**src/rtl/duh_pkg.sv**
```systemverilog
// Shared types and constants for the host register front end.
// Assumes an 8-bit bus and a 4-bit address; the address map is fixed by behaviour.
package duh_pkg;
    localparam int DATA_W = 8;
    localparam int ADDR_W = 4;
    localparam int NUM_CH = 2;
    localparam int MISC_W = 4;

    // Mode register pointer state
    typedef enum logic {
        PTR_MR1 = 1'b0,
        PTR_MR2 = 1'b1
    } mr_ptr_e;

    // Low two address bits inside a channel window (address bit 2 low)
    localparam logic [1:0] LOC_MODE = 2'd0;
    localparam logic [1:0] LOC_CLK  = 2'd1;
    localparam logic [1:0] LOC_CMD  = 2'd2;
    localparam logic [1:0] LOC_HOLD = 2'd3;

    // Miscellaneous command code that rewinds the mode pointer
    localparam logic [MISC_W-1:0] MISC_PTR_RST = 4'h1;

    // Shared-register write addresses
    localparam logic [ADDR_W-1:0] WA_ACR  = 4'd4;
    localparam logic [ADDR_W-1:0] WA_IMR  = 4'd5;
    localparam logic [ADDR_W-1:0] WA_CTU  = 4'd6;
    localparam logic [ADDR_W-1:0] WA_CTL  = 4'd7;
    localparam logic [ADDR_W-1:0] WA_OPCR = 4'd13;
    localparam logic [ADDR_W-1:0] WA_OSET = 4'd14;
    localparam logic [ADDR_W-1:0] WA_OCLR = 4'd15;

    // Access-triggered read commands
    localparam logic [ADDR_W-1:0] RA_CT_GO   = 4'd14;
    localparam logic [ADDR_W-1:0] RA_CT_HALT = 4'd15;
endpackage

```
**src/rtl/duh_bus_sync.sv**
```systemverilog
// Strobe tracker: turns the level-sensitive bus strobes into single-cycle events.
// Assumes cs_n, rd_n, wr_n, addr and wdata are already synchronous to clk.
// A write fires when the strobe is released; a read has a start and an end event.
module duh_bus_sync #(
    parameter int AW = 4,
    parameter int DW = 8
) (
    input  logic          clk,
    input  logic          rst_n,
    input  logic          cs_n,
    input  logic          rd_n,
    input  logic          wr_n,
    input  logic [AW-1:0] addr,
    input  logic [DW-1:0] wdata,
    output logic          wr_fire,
    output logic [AW-1:0] wr_addr,
    output logic [DW-1:0] wr_data,
    output logic          rd_active,
    output logic          rd_begin,
    output logic          rd_done,
    output logic [AW-1:0] rd_addr_done
);
    logic wr_now;
    logic wr_q;
    logic rd_q;
    logic [AW-1:0] rd_addr_q;

    // Current strobe levels qualified by chip select
    always_comb begin
        wr_now    = !cs_n && !wr_n;
        rd_active = !cs_n && !rd_n;
    end

    // Remember last cycle's strobe state and capture address and data while active
    always_ff @(posedge clk) begin
        if (!rst_n) begin
            wr_q      <= 1'b0;
            rd_q      <= 1'b0;
            wr_addr   <= '0;
            wr_data   <= '0;
            rd_addr_q <= '0;
        end else begin
            wr_q <= wr_now;
            rd_q <= rd_active;
            if (wr_now) begin
                wr_addr <= addr;
                wr_data <= wdata;
            end
            if (rd_active) begin
                rd_addr_q <= addr;
            end
        end
    end

    // Edge events derived from the level history
    always_comb begin
        wr_fire      = wr_q && !wr_now;
        rd_begin     = rd_active && !rd_q;
        rd_done      = rd_q && !rd_active;
        rd_addr_done = rd_addr_q;
    end
endmodule

```
**src/rtl/duh_chan.sv**
```systemverilog
// Per-channel register slice: two mode registers behind one pointer, clock select,
// and decode of command and transmit-data writes into one-cycle pulses.
// Assumes wr_hit is a one-cycle write event already decoded to this channel.
module duh_chan
    import duh_pkg::*;
#(
    parameter int DW = 8,
    parameter int MW = 4
) (
    input  logic          clk,
    input  logic          rst_n,
    input  logic          wr_hit,
    input  logic [1:0]    wr_loc,
    input  logic [DW-1:0] wr_data,
    input  logic          rd_mode_done,
    output logic [DW-1:0] mr1_q,
    output logic [DW-1:0] mr2_q,
    output logic [DW-1:0] csr_q,
    output mr_ptr_e       ptr_q,
    output logic          rx_en_p,
    output logic          rx_dis_p,
    output logic          tx_en_p,
    output logic          tx_dis_p,
    output logic          misc_v_p,
    output logic [MW-1:0] misc_p,
    output logic          thr_ld_p
);
    localparam int MISC_LO = DW - MW;

    logic wr_mode;
    logic wr_clk;
    logic wr_cmd;
    logic wr_hold;
    logic ptr_rewind;
    logic [MW-1:0] misc_field;

    // Decode the write event into this channel's locations
    always_comb begin
        wr_mode    = wr_hit && (wr_loc == LOC_MODE);
        wr_clk     = wr_hit && (wr_loc == LOC_CLK);
        wr_cmd     = wr_hit && (wr_loc == LOC_CMD);
        wr_hold    = wr_hit && (wr_loc == LOC_HOLD);
        misc_field = wr_data[DW-1:MISC_LO];
        ptr_rewind = wr_cmd && (misc_field == MISC_PTR_RST);
    end

    // Mode pointer: advance on any mode access, rewind on the pointer-reset command
    always_ff @(posedge clk) begin
        if (!rst_n) begin
            ptr_q <= PTR_MR1;
        end else if (ptr_rewind) begin
            ptr_q <= PTR_MR1;
        end else if (wr_mode || rd_mode_done) begin
            ptr_q <= PTR_MR2;
        end
    end

    // Mode and clock select storage
    always_ff @(posedge clk) begin
        if (!rst_n) begin
            mr1_q <= '0;
            mr2_q <= '0;
            csr_q <= '0;
        end else begin
            if (wr_mode && ptr_q == PTR_MR1) mr1_q <= wr_data;
            if (wr_mode && ptr_q == PTR_MR2) mr2_q <= wr_data;
            if (wr_clk) csr_q <= wr_data;
        end
    end

    // Command and transmit-data pulses, one cycle each
    always_ff @(posedge clk) begin
        if (!rst_n) begin
            rx_en_p  <= 1'b0;
            rx_dis_p <= 1'b0;
            tx_en_p  <= 1'b0;
            tx_dis_p <= 1'b0;
            misc_v_p <= 1'b0;
            misc_p   <= '0;
            thr_ld_p <= 1'b0;
        end else begin
            rx_en_p  <= wr_cmd && wr_data[0];
            rx_dis_p <= wr_cmd && wr_data[1];
            tx_en_p  <= wr_cmd && wr_data[2];
            tx_dis_p <= wr_cmd && wr_data[3];
            misc_v_p <= wr_cmd && (misc_field != '0);
            misc_p   <= wr_cmd ? misc_field : '0;
            thr_ld_p <= wr_hold;
        end
    end
endmodule

```
**src/rtl/duh_common.sv**
```systemverilog
// Shared registers: auxiliary control, interrupt mask, counter preset, output port
// and its configuration, transmit byte, and the counter start/stop read commands.
// Assumes wr_fire is a one-cycle write event and rd_begin marks the first read cycle.
module duh_common
    import duh_pkg::*;
#(
    parameter int AW = 4,
    parameter int DW = 8
) (
    input  logic            clk,
    input  logic            rst_n,
    input  logic            wr_fire,
    input  logic [AW-1:0]   wr_addr,
    input  logic [DW-1:0]   wr_data,
    input  logic            rd_begin,
    input  logic [AW-1:0]   rd_addr,
    output logic [DW-1:0]   acr_q,
    output logic [DW-1:0]   imr_q,
    output logic [2*DW-1:0] ct_preset_q,
    output logic [DW-1:0]   opcr_q,
    output logic [DW-1:0]   opr_q,
    output logic [DW-1:0]   thr_q,
    output logic            ct_go_p,
    output logic            ct_halt_p
);
    logic hold_hit;

    // A transmit-data write of either channel: address bit 2 low, low bits at HOLD
    always_comb hold_hit = wr_fire && !wr_addr[2] && (wr_addr[1:0] == LOC_HOLD);

    // Plain storage registers on the shared side of the map
    always_ff @(posedge clk) begin
        if (!rst_n) begin
            acr_q       <= '0;
            imr_q       <= '0;
            ct_preset_q <= '0;
            opcr_q      <= '0;
            thr_q       <= '0;
        end else if (wr_fire) begin
            if (wr_addr == WA_ACR)  acr_q <= wr_data;
            if (wr_addr == WA_IMR)  imr_q <= wr_data;
            if (wr_addr == WA_CTU)  ct_preset_q[2*DW-1:DW] <= wr_data;
            if (wr_addr == WA_CTL)  ct_preset_q[DW-1:0] <= wr_data;
            if (wr_addr == WA_OPCR) opcr_q <= wr_data;
            if (hold_hit)           thr_q <= wr_data;
        end
    end

    // Output port register: masked set and masked clear
    always_ff @(posedge clk) begin
        if (!rst_n) begin
            opr_q <= '0;
        end else if (wr_fire && wr_addr == WA_OSET) begin
            opr_q <= opr_q | wr_data;
        end else if (wr_fire && wr_addr == WA_OCLR) begin
            opr_q <= opr_q & ~wr_data;
        end
    end

    // Counter start/stop pulses issued at the start of a read
    always_ff @(posedge clk) begin
        if (!rst_n) begin
            ct_go_p   <= 1'b0;
            ct_halt_p <= 1'b0;
        end else begin
            ct_go_p   <= rd_begin && (rd_addr == RA_CT_GO);
            ct_halt_p <= rd_begin && (rd_addr == RA_CT_HALT);
        end
    end
endmodule

```
**src/rtl/duh_host_regs.sv**
```systemverilog
// Top of the host register front end: strobe tracking, two channel slices,
// the shared registers and the read multiplexer.
// Assumes bus signals are synchronous to clk; the read path is combinational.
module duh_host_regs
    import duh_pkg::*;
#(
    parameter int AW = ADDR_W,
    parameter int DW = DATA_W,
    parameter int NC = NUM_CH,
    parameter int MW = MISC_W,
    parameter int IPW = 7
) (
    input  logic                   clk,
    input  logic                   rst_n,
    input  logic                   cs_n,
    input  logic                   rd_n,
    input  logic                   wr_n,
    input  logic [AW-1:0]          addr,
    input  logic [DW-1:0]          wdata,
    output logic [DW-1:0]          rdata,
    output logic                   rdata_oe,
    input  logic [NC-1:0][DW-1:0]  sr_in,
    input  logic [NC-1:0][DW-1:0]  rhr_in,
    input  logic [DW-1:0]          ipcr_in,
    input  logic [DW-1:0]          isr_in,
    input  logic [DW-1:0]          ctu_in,
    input  logic [DW-1:0]          ctl_in,
    input  logic [IPW-1:0]         ip_in,
    output logic [NC-1:0][DW-1:0]  mr1_out,
    output logic [NC-1:0][DW-1:0]  mr2_out,
    output logic [NC-1:0][DW-1:0]  csr_out,
    output logic [DW-1:0]          acr_out,
    output logic [DW-1:0]          imr_out,
    output logic [2*DW-1:0]        ct_preset_out,
    output logic [DW-1:0]          opcr_out,
    output logic [DW-1:0]          op_pins,
    output logic [NC-1:0]          tx_enable,
    output logic [NC-1:0]          tx_disable,
    output logic [NC-1:0]          rx_enable,
    output logic [NC-1:0]          rx_disable,
    output logic [NC-1:0]          misc_valid,
    output logic [NC-1:0][MW-1:0]  misc_code,
    output logic [NC-1:0]          thr_load,
    output logic [DW-1:0]          thr_data,
    output logic                   ct_start,
    output logic                   ct_stop
);
    localparam int CH_BIT = AW - 1;

    logic          wr_fire;
    logic [AW-1:0] wr_addr_c;
    logic [DW-1:0] wr_data_c;
    logic          rd_active;
    logic          rd_begin;
    logic          rd_done;
    logic [AW-1:0] rd_addr_done;
    logic [NC-1:0] chan_ptr;
    logic [NC-1:0][DW-1:0] mode_view;
    logic [DW-1:0] opr_q;
    logic [DW-1:0] rd_word;

    duh_bus_sync #(.AW(AW), .DW(DW)) i_sync (
        .clk          (clk),
        .rst_n        (rst_n),
        .cs_n         (cs_n),
        .rd_n         (rd_n),
        .wr_n         (wr_n),
        .addr         (addr),
        .wdata        (wdata),
        .wr_fire      (wr_fire),
        .wr_addr      (wr_addr_c),
        .wr_data      (wr_data_c),
        .rd_active    (rd_active),
        .rd_begin     (rd_begin),
        .rd_done      (rd_done),
        .rd_addr_done (rd_addr_done)
    );

    for (genvar g = 0; g < NC; g++) begin : g_ch
        logic hit_w;
        logic hit_rmode;
        mr_ptr_e ptr_e;

        // Channel g owns addresses with bit 2 low and the top bit equal to g
        always_comb begin
            hit_w     = wr_fire && !wr_addr_c[2] && (wr_addr_c[CH_BIT] == g[0]);
            hit_rmode = rd_done && !rd_addr_done[2] && (rd_addr_done[CH_BIT] == g[0])
                        && (rd_addr_done[1:0] == LOC_MODE);
            chan_ptr[g]  = ptr_e;
            mode_view[g] = (ptr_e == PTR_MR1) ? mr1_out[g] : mr2_out[g];
        end

        duh_chan #(.DW(DW), .MW(MW)) i_chan (
            .clk          (clk),
            .rst_n        (rst_n),
            .wr_hit       (hit_w),
            .wr_loc       (wr_addr_c[1:0]),
            .wr_data      (wr_data_c),
            .rd_mode_done (hit_rmode),
            .mr1_q        (mr1_out[g]),
            .mr2_q        (mr2_out[g]),
            .csr_q        (csr_out[g]),
            .ptr_q        (ptr_e),
            .rx_en_p      (rx_enable[g]),
            .rx_dis_p     (rx_disable[g]),
            .tx_en_p      (tx_enable[g]),
            .tx_dis_p     (tx_disable[g]),
            .misc_v_p     (misc_valid[g]),
            .misc_p       (misc_code[g]),
            .thr_ld_p     (thr_load[g])
        );
    end

    duh_common #(.AW(AW), .DW(DW)) i_common (
        .clk         (clk),
        .rst_n       (rst_n),
        .wr_fire     (wr_fire),
        .wr_addr     (wr_addr_c),
        .wr_data     (wr_data_c),
        .rd_begin    (rd_begin),
        .rd_addr     (addr),
        .acr_q       (acr_out),
        .imr_q       (imr_out),
        .ct_preset_q (ct_preset_out),
        .opcr_q      (opcr_out),
        .opr_q       (opr_q),
        .thr_q       (thr_data),
        .ct_go_p     (ct_start),
        .ct_halt_p   (ct_stop)
    );

    // Output pins are active low: a set register bit pulls its pin low
    always_comb op_pins = ~opr_q;

    // Read-side address map
    always_comb begin
        rd_word = '0;
        case (addr)
            4'd0:    rd_word = mode_view[0];
            4'd1:    rd_word = sr_in[0];
            4'd3:    rd_word = rhr_in[0];
            4'd4:    rd_word = ipcr_in;
            4'd5:    rd_word = isr_in;
            4'd6:    rd_word = ctu_in;
            4'd7:    rd_word = ctl_in;
            4'd8:    rd_word = mode_view[1];
            4'd9:    rd_word = sr_in[1];
            4'd11:   rd_word = rhr_in[1];
            4'd13:   rd_word = {{(DW-IPW){1'b0}}, ip_in};
            default: rd_word = '0;
        endcase
    end

    // Drive the read data only during an active read
    always_comb begin
        rdata_oe = rd_active;
        rdata    = rd_active ? rd_word : '0;
    end
endmodule

```
**config.mk**
```make
export PLATFORM = sky130hd
export DESIGN_NAME = duh_host_regs
export DESIGN_NICKNAME = d
export VERILOG_FILES = /design/src/rtl/duh_pkg.sv /design/src/rtl/duh_bus_sync.sv /design/src/rtl/duh_chan.sv /design/src/rtl/duh_common.sv /design/src/rtl/duh_host_regs.sv
export SDC_FILE = /design/constraint.sdc
export NUM_CORES = 1
export LEC_CHECK = 0
export ABC_AREA = 1
export CORE_UTILIZATION = 41
export DETAILED_ROUTE_END_ITERATION = 16
export GPL_TIMING_DRIVEN = 1
export PLACE_DENSITY = 0.85
export SLEW_MARGIN = 0
export SYNTH_ARGS = -nofsm -noshare
export SYNTH_HDL_FRONTEND = slang
export SYNTH_SLANG_ARGS = --single-unit
```
**constraint.sdc**
```tcl
create_clock -name clk -period 1.25 [get_ports clk]
set_input_delay 0.125 -clock clk [delete_from_list [all_inputs] [get_ports clk]]
set_output_delay 0.125 -clock clk [all_outputs]
set_load 0.02 [all_outputs]
```
# Word-level counts from Yosys, hierarchy flattened
# Index checks and enable logic that the tools add are counted.
# totals
word_cells	141
register_bits	146
in_bits	88
# classes
mux	6
n_reduce_logical	67
n_eq_ne	23
n_bitwise	9
# op_table
operator	count
case mux 8 bit (11 select lines)	1
logical AND 1 bit	42
2-to-1 mux 8 bit	5
== test 4 bit (second input constant)	9
== test 4 x 3 -> 1 bit (second input constant)	8
NOT 8 bit	2
AND reduction 2 bit	8
bitwise AND 8 bit	1
== test 4 x 1 -> 1 bit (second input constant)	2
logical NOT 1 bit	8
bitwise OR 8 bit	1
NOT 1 bit	5
== test 2 bit (second input constant)	2
== test 4 x 2 -> 1 bit (second input constant)	1
logical NOT 2 bit	2
logical NOT 4 bit	1
nonzero test 4 bit	1
OR reduction 2 bit	2
== test 2 x 1 -> 1 bit (second input constant)	1
logical OR 1 bit	2
nonzero test 2 bit	1

# Longest topological paths before layout
# depth
ltp_word	9
depth_mapped	9
ltp_nobuf	9

# Cells and area by module
# From an unflattened synthesis, not the netlist that was laid out.
# unflattened
cells_unflattened	1102
hier_area_um2	7033.0
# by_module_without_submodules
mod	area_per_inst_um2	cells_per_inst	n_inst
duh_chan	1417.6	199	2
duh_common	2326.0	332	1
duh_host_regs	1132.3	262	1
duh_bus_sync	739.5	110	1

# Least setup slack after synthesis
# No wires, ideal clock.
# synth_timing
path_kind	register to output
start	reg g_ch[0].i_chan.ptr_q
end	out rdata[7]
path_slack_ns	-0.059
arrival_ns	1.184
stages_incl_launch_ff	10
n_path_buf	1
cell_sequence	dfxtp_1 > clkbuf_1 > nand2_1 > nand2_1 > nand3_1 > nand2_1 > inv_1 > nand3_1 > nand2_1 > inv_1
# synth_between
elab_chain_cells	3
# synth_rtl
item	line_no	text
from (decl)	duh_chan.sv:19	output mr_ptr_e ptr_q,
from (signal assigned)	duh_chan.sv:50	ptr_q <= PTR_MR1;
from (signal assigned)	duh_chan.sv:52	ptr_q <= PTR_MR1;
from (signal assigned)	duh_chan.sv:54	ptr_q <= PTR_MR2;
2-to-1 mux 8 bit	duh_host_regs.sv:90	mode_view[g] = (ptr_e == PTR_MR1) ? mr1_out[g] : mr2_out[g];
case mux 8 bit (11 select lines)	duh_host_regs.sv:138	case (addr)
2-to-1 mux 8 bit	duh_host_regs.sv:157	rdata = rd_active ? rd_word : '0;
to (decl)	duh_host_regs.sv:20	output logic [DW-1:0] rdata,
# Every way passes these cells.

# Worst setup path in the final report
# layout_timing
start	reg g_ch[1].i_chan.ptr_q
end	out rdata[2]
# layout_between
elab_chain_cells	3
# layout_rtl
item	line_no
from (decl)	duh_chan.sv:19
from (signal assigned)	duh_chan.sv:50
from (signal assigned)	duh_chan.sv:52
from (signal assigned)	duh_chan.sv:54
2-to-1 mux 8 bit	duh_host_regs.sv:90
case mux 8 bit (11 select lines)	duh_host_regs.sv:138
2-to-1 mux 8 bit	duh_host_regs.sv:157
# Every way passes these cells.

==> results.toml <==
[status]
status = "finished with violations"
violations = "negative setup slack"

[timing]
min_period_over_period_pct = 144
worst_slack_ns = -0.549
maxSlewHeadroom_pct = 63.4
post-route-min-period_ns = 1.80
worst_slew_pin_slew_ns = 0.545
report.final.hold_viol_count = 0
finalSetupViolCount = 128
fin_worst_skew_ns = 0.00502
holdWs_ns = 0.133
rsz0062_at_grt = "yes"
tns_ns = -20.62
final_max_slew_viol_count = 0
fmax_ghz = 0.556

[layout]
fin_util_pct = 73.5
fin_nets = 1331
syn2layout_area_growth_pct = 75.8
nFillCells = 1058
final-seq-area_um2 = 2940
layout-drive-gt1-share_pct = 36.9
layout_common_cells = "nor2_1 (168), nand2_1 (161), dfxtp_1 (137)"
layout_commonest_cell = "nor2_1"
multi_input_area_um2 = 3790
antenna_cells = 0

[floorplan]
die_area_um2 = 15900
io_pins = 223
die_x_um = 126
core_region_area_um2 = 15100
initial_core_util_pct = 41.8
num_rows = 45
die_h_um = 126

[job]
drv_cap = 0

[logic_synthesis]
synth_cell_types = 27
syn-num-nets = 1000
synth_compound_area_share_pct = 11.3
yosysTopAreaCellShare_pct = 46.2
syn_area_per_cell_um2 = 6.94
ys_seq_area_share_pct = 46.2
synth_xor_area_share_pct = 0
synth_top_family_by_area = "simple AND/OR/NAND/NOR gates"
synth.area.mux_share_pct = 0
synth_warnings = 0
ys_seq_elements = 146
synthSimpleGateAreaFrac_pct = 34.4
synth_area_um2 = 6330
synthTopCellsByArea = "dfxtp_1 (46%), nor2_1 (13%), nand2_1 (12%), o21ai_0 (6.6%), nand3_1 (5.1%)"
syn-instance-count = 912
synth_area_leader_cell = "dfxtp_1"
synthAdderAreaFrac_pct = 0

[global_route]
grt_pass1_wl_um = 37500
gr-total-overflow = 0
grtUsageTotal_pct = 30.2
grt_pass1_vias = 7253
grt_max_degree = 58
antenna_found_initial = 0

[clock_tree]
cts_tree = "built"
cts.sinks = 146
root_buffer = "clkbuf_16"
cts_max_level = 4
worstSkewPairLatency_ns = 0.42
path_clk_slew_ns = 0.06
clock_path_buffers = 2
cts_made_buffers = 17
cts-hold-fix-buffers = 0

[placement]
dp_hpwl_um = 15600
gp_congestion = 0.908
port_buffers = 222

[worst_setup_path]
cp_max_fo = 6
crit_required_ns = 1.12
worstSetupPathType = "register to output pin"
r2r_slack_ns = -0.28
critical_path_arrival_ns = 1.67
r2r_cells = 9
endpoint_kind = "output pin"
worstSetupStartpointType = "register"

[min_path]
hp-class = "input pin to register"
hold_depth = 3

[route]
ant_nets = 0
routedWlPerCell_um = 18.6
via_per_inst = 5.49
drt-initial-drc-count = 752
route.detailed.drc = 0
first_pass_iters = 7
via_count = 7915
totalWireLength_um = 26900

[power]
irDropWorstVdd_uv = 1130
p_per_area_nw_per_um2 = 1030
leakagePower_uw = 0.00502
==> kinds of logic (layout without fill, tap and decap cells) <==
kind of cell    count (synthesis)  count (layout)
buf+inv                       112             449
compound gates                139             139
flops                         146             146
simple gates                  515             520
==> final timing paths <==
path                                           start                 endpoint
worst min register to register           i_sync.rd_q       i_common.ct_halt_p
worst min-delay path                           rst_n  g_ch[0].i_chan.csr_q[7]
worst max register to register           i_sync.wr_q  g_ch[1].i_chan.csr_q[1]
worst max-delay path            g_ch[1].i_chan.ptr_q                 rdata[2]
==> synthesized netlist by cell type (all sizes together) <==
cell and instances:
a211oi 1, a21oi 47, buf 29, clkbuf 22
clkinv 5, dfxtp 146, inv 56, nand2 206
nand3 67, nand4 7, nor2 229, nor3 3
nor4 3, o21ai 91
==> state kept, by name, indices dropped and copies added, names as in the netlist, 16 cells and up, named ones only <==
name / cells
i_common.ct_preset_q: 16
g_ch.i_chan.mr2_q: 16
g_ch.i_chan.csr_q: 16
g_ch.i_chan.mr1_q: 16
==> where the power goes <==
| group | total (µW) | internal [µW] | switching [µW] |
|---|---|---|---|
| Sequential | 4810 | 4720 | 92.5 |
| Clock | 5090 | 3120 | 1970 |
| Combinational | 1540 | 699 | 841 |
==> stage by stage <==
step | total power, µW | setup slack [ns] | instance area, µm² | instances
after floorplan | 5370 | -0.0259 | 6340 | 912
after global placement | 6090 | -1.11 | 9430 | 1375
after detailed placement | 6100 | -1.10 | 9430 | 1375
after CTS | 11200 | -0.533 | 10500 | 1424
after global routing | 11700 | -0.633 | 11100 | 1442
final | 11400 | -0.549 | 11100 | 1442
==> worst max-delay path, stage by stage (launching register included) <==
cell      delay [ns]
dfxtp_4         0.38
clkinv_4        0.06
buf_6           0.13
nand2_2         0.05
nand2_2         0.07
nand2_2         0.07
nand2_2         0.07
nor2_2          0.08
nand3_1         0.08
nand2_1         0.08
inv_1           0.05
buf_6           0.12
==> area by class of cell <==
type                       instances  area share (%)
multi-input combinational        659            34.0
timing repair buffer             356            29.2
sequential                       146            26.4
clock buffer                      21            4.32
inverter                          61            2.81
tap                              188            2.11
clock inverter                     9           0.944
timing repair inverter             2           0.135
==> metal layers <==
| layer | part of all wire, % | routed length [µm] | vias to the layer above | GRT usage, % |
|---|---|---|---|---|
| met4 | 4.6 | 1250 | 0 | 14.8 |
| li1 | - | - | 3579 | - |
| met2 | 49 | 13200 | 470 | 50.1 |
| met5 | 0 | 0 | - | 0 |
| met3 | 7.7 | 2070 | 134 | 7.65 |
| met1 | 39 | 10400 | 3732 | 36.3 |
==> what timing repair did <==
| item | in CTS | in global routing |
|---|---|---|
| resized for setup | 439 | 298 |
| buffers inserted | 12 | 18 |
| hold endpoints to repair | 0 | 0 |
| endpoints found under the setup margin | 258 | 205 |
| gates cloned | 7 | 3 |
| pin swaps | 50 | 75 |
Note: power is estimated with default switching activity, not from simulation.
